File: config.mk
export PLATFORM = sky130hd
export DESIGN_NAME = rsc_reg_block
export DESIGN_NICKNAME = d
export VERILOG_FILES = /design/src/rtl/rsc_pkg.sv /design/src/rtl/rsc_sync.sv /design/src/rtl/rsc_sticky_flag.sv /design/src/rtl/rsc_ctrl_bits.sv /design/src/rtl/rsc_reg_block.sv
export SDC_FILE = /design/constraint.sdc
export NUM_CORES = 1
export LEC_CHECK = 0
export BUFFER_PORTS_ARGS = -buffer_cell sky130_fd_sc_hd__buf_4
export CAP_MARGIN = 30
export CELL_PAD_IN_SITES_DETAIL_PLACEMENT = 1
export CELL_PAD_IN_SITES_GLOBAL_PLACEMENT = 1
export CORE_MARGIN = 2
export CORE_UTILIZATION = 24
export DETAILED_ROUTE_END_ITERATION = 16
export PLACE_DENSITY_LB_ADDON = 0.2
export SLEW_MARGIN = 40
export SYNTH_ARGS = -nofsm -noshare
export SYNTH_HDL_FRONTEND = slang
export SYNTH_SLANG_ARGS = --single-unit
File: constraint.sdc
create_clock -name clk -period 1.18 [get_ports clk]
set_input_delay 0.177 -clock clk [delete_from_list [all_inputs] [get_ports clk]]
set_output_delay 0.177 -clock clk [all_outputs]
set_load 0.05 [all_outputs]
File: src/rtl/rsc_pkg.sv
package rsc_pkg;

    localparam int unsigned REG_W  = 32;

    // Control bit positions
    localparam int unsigned B_SRST = 0;
    localparam int unsigned B_TRST = 1;
    localparam int unsigned B_PWR  = 3;
    localparam int unsigned B_LED0 = 4;
    localparam int unsigned B_LED1 = 5;
    localparam int unsigned B_RCLK = 8;

    // Sticky flag positions
    localparam int unsigned B_FSRST = 6;
    localparam int unsigned B_FDROP = 7;
    localparam int unsigned B_FTMO  = 10;

    localparam logic [REG_W-1:0] CTRL_MASK =
        (REG_W'(1) << B_SRST) | (REG_W'(1) << B_TRST) | (REG_W'(1) << B_PWR) |
        (REG_W'(1) << B_LED0) | (REG_W'(1) << B_LED1) | (REG_W'(1) << B_RCLK);

    localparam logic [REG_W-1:0] FLAG_MASK =
        (REG_W'(1) << B_FSRST) | (REG_W'(1) << B_FDROP) | (REG_W'(1) << B_FTMO);

    localparam logic [REG_W-1:0] USED_MASK = CTRL_MASK | FLAG_MASK;

    typedef enum logic {
        FLG_IDLE = 1'b0,
        FLG_HELD = 1'b1
    } flag_state_e;

endpackage

File: src/rtl/rsc_sync.sv
module rsc_sync #(
    parameter int unsigned STAGES = 2
) (
    input  logic clk,
    input  logic rst_n,
    input  logic d_i,
    output logic q_o
);
    logic [STAGES-1:0] chain;

    for (genvar i = 0; i < STAGES; i++) begin : g_stage
        if (i == 0) begin : g_first
            always_ff @(posedge clk or negedge rst_n) begin
                if (!rst_n) chain[0] <= 1'b0;
                else        chain[0] <= d_i;
            end
        end else begin : g_next
            always_ff @(posedge clk or negedge rst_n) begin
                if (!rst_n) chain[i] <= 1'b0;
                else        chain[i] <= chain[i-1];
            end
        end
    end

    assign q_o = chain[STAGES-1];
endmodule

File: src/rtl/rsc_sticky_flag.sv
module rsc_sticky_flag
    import rsc_pkg::*;
(
    input  logic clk,
    input  logic rst_n,
    input  logic cond_i,
    input  logic rearm_i,
    output logic flag_o
);
    flag_state_e state_q;
    flag_state_e state_d;

    always_ff @(posedge clk or negedge rst_n) begin
        if (!rst_n) state_q <= FLG_IDLE;
        else        state_q <= state_d;
    end

    // catch / hold / drop; a present condition wins over a re-arm
    always_comb begin
        state_d = state_q;
        unique case (state_q)
            FLG_IDLE: if (cond_i) state_d = FLG_HELD;
            FLG_HELD: if (rearm_i && !cond_i) state_d = FLG_IDLE;
        endcase
    end

    always_comb begin
        flag_o = (state_q == FLG_HELD);
    end

    // a seen condition always ends in the flag
    a_r5_cond_catches: assert property (@(posedge clk) disable iff (!rst_n)
        cond_i |=> flag_o);
    // the flag survives until re-armed
    a_r5_flag_holds: assert property (@(posedge clk) disable iff (!rst_n)
        flag_o && !rearm_i |=> flag_o);
    // re-arm with the condition gone drops the flag
    a_r8_rearm_drops: assert property (@(posedge clk) disable iff (!rst_n)
        rearm_i && !cond_i |=> !flag_o);
endmodule

File: src/rtl/rsc_ctrl_bits.sv
module rsc_ctrl_bits #(
    parameter int unsigned          W    = 32,
    parameter logic [W-1:0]         MASK = '1
) (
    input  logic         clk,
    input  logic         rst_n,
    input  logic         set_we_i,
    input  logic         clr_we_i,
    input  logic [W-1:0] wdata_i,
    output logic [W-1:0] q_o
);
    logic unused_wbits;
    assign unused_wbits = ^(wdata_i & ~MASK);

    for (genvar i = 0; i < W; i++) begin : g_bit
        if (MASK[i]) begin : g_store
            always_ff @(posedge clk or negedge rst_n) begin
                if (!rst_n)                       q_o[i] <= 1'b0;
                else if (set_we_i && wdata_i[i])  q_o[i] <= 1'b1;
                else if (clr_we_i && wdata_i[i])  q_o[i] <= 1'b0;
            end
        end else begin : g_none
            assign q_o[i] = 1'b0;
        end
    end

    a_r2_set_applies: assert property (@(posedge clk) disable iff (!rst_n)
        set_we_i |=> ((q_o & $past(wdata_i & MASK)) == $past(wdata_i & MASK)));
    a_r3_clear_applies: assert property (@(posedge clk) disable iff (!rst_n)
        clr_we_i && !set_we_i |=> ((q_o & $past(wdata_i & MASK)) == '0));
    a_r2_idle_stable: assert property (@(posedge clk) disable iff (!rst_n)
        !set_we_i && !clr_we_i |=> $stable(q_o));
endmodule

File: src/rtl/rsc_reg_block.sv
module rsc_reg_block
    import rsc_pkg::*;
#(
    parameter int unsigned ADDR_W      = 6,
    parameter int unsigned SET_OFFSET  = 0,
    parameter int unsigned SYNC_STAGES = 2
) (
    input  logic              clk,
    input  logic              rst_n,
    input  logic              bus_wr,
    input  logic [ADDR_W-1:0] bus_addr,
    input  logic [REG_W-1:0]  bus_wdata,
    output logic [REG_W-1:0]  bus_rdata,
    input  logic              srst_pin_n,
    input  logic              pwr_drop_pin,
    input  logic              rclk_timeout,
    output logic              srst_o,
    output logic              trst_o,
    output logic              pwr_en_o,
    output logic [1:0]        led_o,
    output logic              rclk_mode_o
);
    localparam int unsigned CLR_OFFSET = SET_OFFSET + 4;
    localparam logic [ADDR_W-1:0] SET_A = ADDR_W'(SET_OFFSET);
    localparam logic [ADDR_W-1:0] CLR_A = ADDR_W'(CLR_OFFSET);

    logic set_we, clr_we;
    logic [REG_W-1:0] ctrl_q;
    logic srst_seen, drop_seen;
    logic f_srst, f_drop, f_tmo;
    logic unused_wbits;

    assign set_we = bus_wr && (bus_addr == SET_A);
    assign clr_we = bus_wr && (bus_addr == CLR_A);
    assign unused_wbits = ^(bus_wdata & ~USED_MASK);

    rsc_ctrl_bits #(.W(REG_W), .MASK(CTRL_MASK)) u_ctrl (
        .clk(clk), .rst_n(rst_n),
        .set_we_i(set_we), .clr_we_i(clr_we),
        .wdata_i(bus_wdata), .q_o(ctrl_q)
    );

    rsc_sync #(.STAGES(SYNC_STAGES)) u_sync_srst (
        .clk(clk), .rst_n(rst_n), .d_i(~srst_pin_n), .q_o(srst_seen)
    );
    rsc_sync #(.STAGES(SYNC_STAGES)) u_sync_drop (
        .clk(clk), .rst_n(rst_n), .d_i(pwr_drop_pin), .q_o(drop_seen)
    );

    rsc_sticky_flag u_flag_srst (
        .clk(clk), .rst_n(rst_n), .cond_i(srst_seen),
        .rearm_i(set_we && bus_wdata[B_FSRST]), .flag_o(f_srst)
    );
    rsc_sticky_flag u_flag_drop (
        .clk(clk), .rst_n(rst_n), .cond_i(drop_seen),
        .rearm_i(set_we && bus_wdata[B_FDROP]), .flag_o(f_drop)
    );
    rsc_sticky_flag u_flag_tmo (
        .clk(clk), .rst_n(rst_n), .cond_i(rclk_timeout),
        .rearm_i(clr_we && bus_wdata[B_FTMO]), .flag_o(f_tmo)
    );

    always_comb begin
        bus_rdata          = ctrl_q;
        bus_rdata[B_FSRST] = f_srst;
        bus_rdata[B_FDROP] = f_drop;
        bus_rdata[B_FTMO]  = f_tmo;
    end

    assign srst_o      = ctrl_q[B_SRST];
    assign trst_o      = ctrl_q[B_TRST];
    assign pwr_en_o    = ctrl_q[B_PWR];
    assign led_o       = {ctrl_q[B_LED1], ctrl_q[B_LED0]};
    assign rclk_mode_o = ctrl_q[B_RCLK];

    // writes elsewhere leave every output pin alone
    a_r4_foreign_write: assert property (@(posedge clk) disable iff (!rst_n)
        bus_wr && bus_addr != SET_A && bus_addr != CLR_A
        |=> $stable({srst_o, trst_o, pwr_en_o, led_o, rclk_mode_o}));
    // a timeout mask at the set address cannot drop the timeout flag
    a_r10_tmo_wrong_addr: assert property (@(posedge clk) disable iff (!rst_n)
        f_tmo && !clr_we |=> f_tmo);
endmodule

Word-level counts from Yosys, hierarchy flattened
Cells that the tools add are included.
- bits of input ports: 44
- logic and storage cells: 69
- register bits: 13
- output and inout bits: 38
- reductions and logical operators: 30
- equal/unequal tests: 1
- bitwise logic cells: 4
- muxes and demuxes: 21
- operators by type and width (operator ; count):
    logical AND 1 bit ; 20
    two-way mux 1 bit ; 18
    nonzero test 2 bit ; 6
    == test 6 x 3 -> 1 bit (second input constant) ; 1
    logical NOT 6 bit ; 1
    one-hot mux 1 bit (2 select lines) ; 3
    inverter 1 bit ; 4
    logical NOT 1 bit ; 3

Longest topological paths before layout
- depth after elaboration: 6
- mapped depth: 3
- mapped depth without buffers: 3

Modules after synthesis
From an unflattened synthesis, not the netlist that was laid out.
- cells, all modules: 78
- area total of the unflattened synthesis: 779.5 um^2
- by module, submodules not included (module ; times used ; cells an instance ; area an instance (um^2) ; seq. area each (um^2)):
    rsc_ctrl_bits ; 1 ; 45 ; 424.2 ; 150.1
    rsc_reg_block ; 1 ; 20 ; 146.4 ; 0.0
    rsc_sticky_flag ; 3 ; 3 ; 36.3 ; 25.0
    rsc_sync ; 2 ; 2 ; 50.0 ; 50.0

Worst setup path before layout
Ideal clock, no wire load.
- path kind: reg2out
- start: reg u_ctrl.q_o[0]
- end: out bus_rdata[0]
- path slack: 99 ps
- stages on the path, launching flop included: 2
- buffers on the path: 1
- required time: 1003 ps
- arrival: 904 ps
- cell sequence: dfrtp_1 buf_4
- RTL lines (element ; line ; text):
    start: declaration ; rsc_ctrl_bits.sv:10 ; output logic [W-1:0] q_o
    start signal: indexed assignment ; rsc_ctrl_bits.sv:18 ; if (!rst_n) q_o[i] <= 1'b0;
    start signal: indexed assignment ; rsc_ctrl_bits.sv:19 ; else if (set_we_i && wdata_i[i]) q_o[i] <= 1'b1;
    start signal: indexed assignment ; rsc_ctrl_bits.sv:20 ; else if (clr_we_i && wdata_i[i]) q_o[i] <= 1'b0;
    end: declaration ; rsc_reg_block.sv:13 ; output logic [REG_W-1:0] bus_rdata,
No word-level cell between the ends.

Final worst setup path
- start: reg u_ctrl.q_o[8]
- end: out rclk_mode_o
- RTL lines (element ; line ; text):
    end: declaration ; rsc_reg_block.sv:21 ; output logic rclk_mode_o
No word-level cell between the ends.

==> impl_metrics.yaml <==
pwr:
  comb_power_share: 0.421
  pwr-share-clk: 0.204
  swShare: 0.444
  power-per-cell-area_nw_per_um2: 1370
  p_sw_mw: 0.597
  seq_power_share: 0.375
  cell_internal_pwr_mw: 0.749
  worst_ir_drop_vdd_uv: 483
  leakagePower_nw: 0.534
sta:
  postLayoutSetupSlackWorst_ps: 115
  timing.hold.ws_ps: 36.4
  hold_viol_final: 0
  fin_clk_skew_ps: 1.36
  fraction_of_the_cycle_the_final_worst_path_needs: 0.903
  timing_max_transition_violations_final: 0
  unrepaired_setup_endpoints_after_global_routing: "false"
  maxClockFrequency_mhz: 939
  timing.final.crit_period_ps: 1070
  fin_tns_setup_ps: 0
  setup-violations-final: 0
cells_and_area:
  drive_gt1_frac: 0.387
  fin_nets: 151
  multi_input_area_um2: 250
  finish.instance_area_um2: 981
  n_antenna_cell: 0
  fillerInstances: 357
  layout.area.seq_um2: 325
  area_growth_pct: 28.5
die:
  floorplan.core_area_um2: 3030
  die_height_um: 60.4
  die-width_um: 60.4
  design.die.area_um2: 3650
  start_util: 0.252
  i_o_pin_count: 82
  fp-row-count: 20
cts:
  cts_made_buffers: 3
  clock_path_buffers: 2
  htree_levels: 1
  cts_sink_count: 13
  worst_skew_pair.late_latency_ps: 270
  clkTransAtPathRegs_ps: 80
  cts_tree: "built"
  clock_tree.root_cell: "clkbuf_4"
route:
  detailedRoute.firstIterationViolations: 2
  vias_per_cell: 3.57
  drt_drc_violations_left: 0
  drtAntennaViolNets: 0
  routed_wire_length_per_instance_um: 10.5
  detailroute.via_count: 535
  wl_um: 1570
  drt_first_pass_iters: 2
grt:
  grt.total_usage: 0.0887
  grt_pass1_vias: 534
  gr-total-overflow: 0
  grt_start_max_net_pins: 14
  grt_antenna_before_repair: 0
  global_route_wire_length_before_repair_um: 2310
setup_path:
  data_arrival_time_of_the_worst_path_ps: 890
  critical_path_peak_fanout: 3
  start_kind: "flop"
  reg2reg_slack_ps: 520
  timing.critical_path.to_type: "output pin"
  critical_path.cell_chain: "buf_4"
  critical_path.n_buffers_inverters: 1
  timing_worst_setup_path_type: "reg2out"
  cpPeakStageDelay_ps: 410
  timing.critical_path.max_delay_family: "flip-flops"
  worstPathRequired_ps: 1000
  critical-path-slowest-cell: "dfrtp_1"
synthesis:
  postSynthCellCount: 74
  synth_area_um2: 763
  synthesized_flop_and_latch_total: 13
  ys_warn_count: 0
  yosysSeqAreaShare: 0.426
  top_area_cells_in_the_synthesized_netlist: "dfrtp_1 (43%), buf_4 (31%), mux2i_1 (7.9%)"
  synth.distinct_cells: 12
  postSynthAreaPerCell_um2: 10.3
  synth_largest_area_cell: "dfrtp_1"
  post-synth-top-area-fraction: 0.426
outcome:
  status: "finished, final reports clean"
placement:
  final_wtd_congestion: 0.592
  dpl.hpwl_um: 1260
  dp_slack_ps: 1.08
  place.port_buffers: 35
  placed_cell_area_um2: 935
hold_path:
  hold_path.class: "in2reg"
job:
  maxCapViolations: 0
-- layer usage --
layer | wire (um) | up-vias | track usage
met5 | 0 | - | 0
met4 | 13 | 0 | 0.0381
met3 | 141 | 2 | 0.0256
met2 | 851 | 31 | 0.160
met1 | 567 | 258 | 0.0964
li1 | - | 244 | -
-- layout by cell type, fill, tap and decap left out, drive strengths merged --
cell type    count
a21o             3
mux2i            6
clkbuf           4
nand4b           2
buf             37
nand4            1
conb            23
nor4b            1
dlygate4sd3      2
inv              7
nand3            6
nor2             1
dfrtp           13
-- power by group through the flow --
stage / clock network [mW] / registers [mW] / logic (mW)
finish: 0.274 / 0.505 / 0.566
global placement: 0 / 0.511 / 0.562
global route: 0.318 / 0.512 / 0.594
floorplan: 0 / 0.606 / 0.399
detailed placement: 0 / 0.515 / 0.565
CTS: 0.294 / 0.506 / 0.570
-- cell usage after synthesis --
cell type / number
conb_1: 1
nor2_1: 1
nor4b_4: 1
nand4b_1: 2
inv_1: 7
nand4_1: 1
a21o_1: 3
dfrtp_1: 13
mux2i_1: 6
buf_4: 32
clkbuf_1: 1
nand3_1: 6
-- metrics by stage --
step | util | power (mW) | std cells
final | 0.324 | 1.35 | 150
after global routing | 0.324 | 1.42 | 150
after CTS | 0.324 | 1.37 | 150
after detailed placement | 0.309 | 1.08 | 144
after global placement | 0.309 | 1.07 | 144
after floorplan | - | 1.00 | 96
-- logic make-up (layout without fill, tap and decap cells) --
family,count (synthesis),after routing,share of synthesized area
buffers and inverters,40,50,0.354
DFF,13,13,0.426
and+or+nand+nor,11,11,0.107
other,1,23,0.00491
AOI/OAI and AO/OA,3,3,0.0295
muxes,6,6,0.0787
-- layout make-up --
| cell class | count | share of cell area |
|---|---|---|
| clock buffer | 4 | 0.0268 |
| inverter | 7 | 0.0268 |
| multi-input combinational | 43 | 0.255 |
| sequential | 13 | 0.332 |
| tap | 44 | 0.0561 |
| timing repair buffer | 39 | 0.304 |
-- flip-flops by register name, indices dropped and copies added (netlist names) --
register and count:
u_ctrl.q_o 6, u_flag_drop.flag_o 1, u_flag_srst.flag_o 1, u_flag_tmo.flag_o 1, u_sync_drop.chain 1, u_sync_drop.q_o 1
u_sync_srst.chain 1, u_sync_srst.q_o 1
-- final timing paths --
check                           cells past startpoint                      startpoint                        endpoint
worst max-delay path                                1       u_ctrl.q_o[8]$_DFFE_PN0P_                     rclk_mode_o
worst min-delay path                                2                      srst_pin_n  u_sync_srst.chain[0]$_DFF_PN0_
worst max register to register                      1    u_flag_drop.flag_o$_DFF_PN0_    u_flag_drop.flag_o$_DFF_PN0_
worst min register to register                      0  u_sync_srst.chain[0]$_DFF_PN0_       u_sync_srst.q_o$_DFF_PN0_
max in group asynchronous                           2                           rst_n       u_ctrl.q_o[8]$_DFFE_PN0P_
min in group asynchronous                           2                           rst_n  u_sync_drop.chain[0]$_DFF_PN0_
-- repair_timing --
action	4_1_cts	5_1_grt
setup buffers	0	0
hold endpoints to repair	14	0
hold buffers	2	0
resized for setup	0	0
Power figures use the tool's default switching activity.
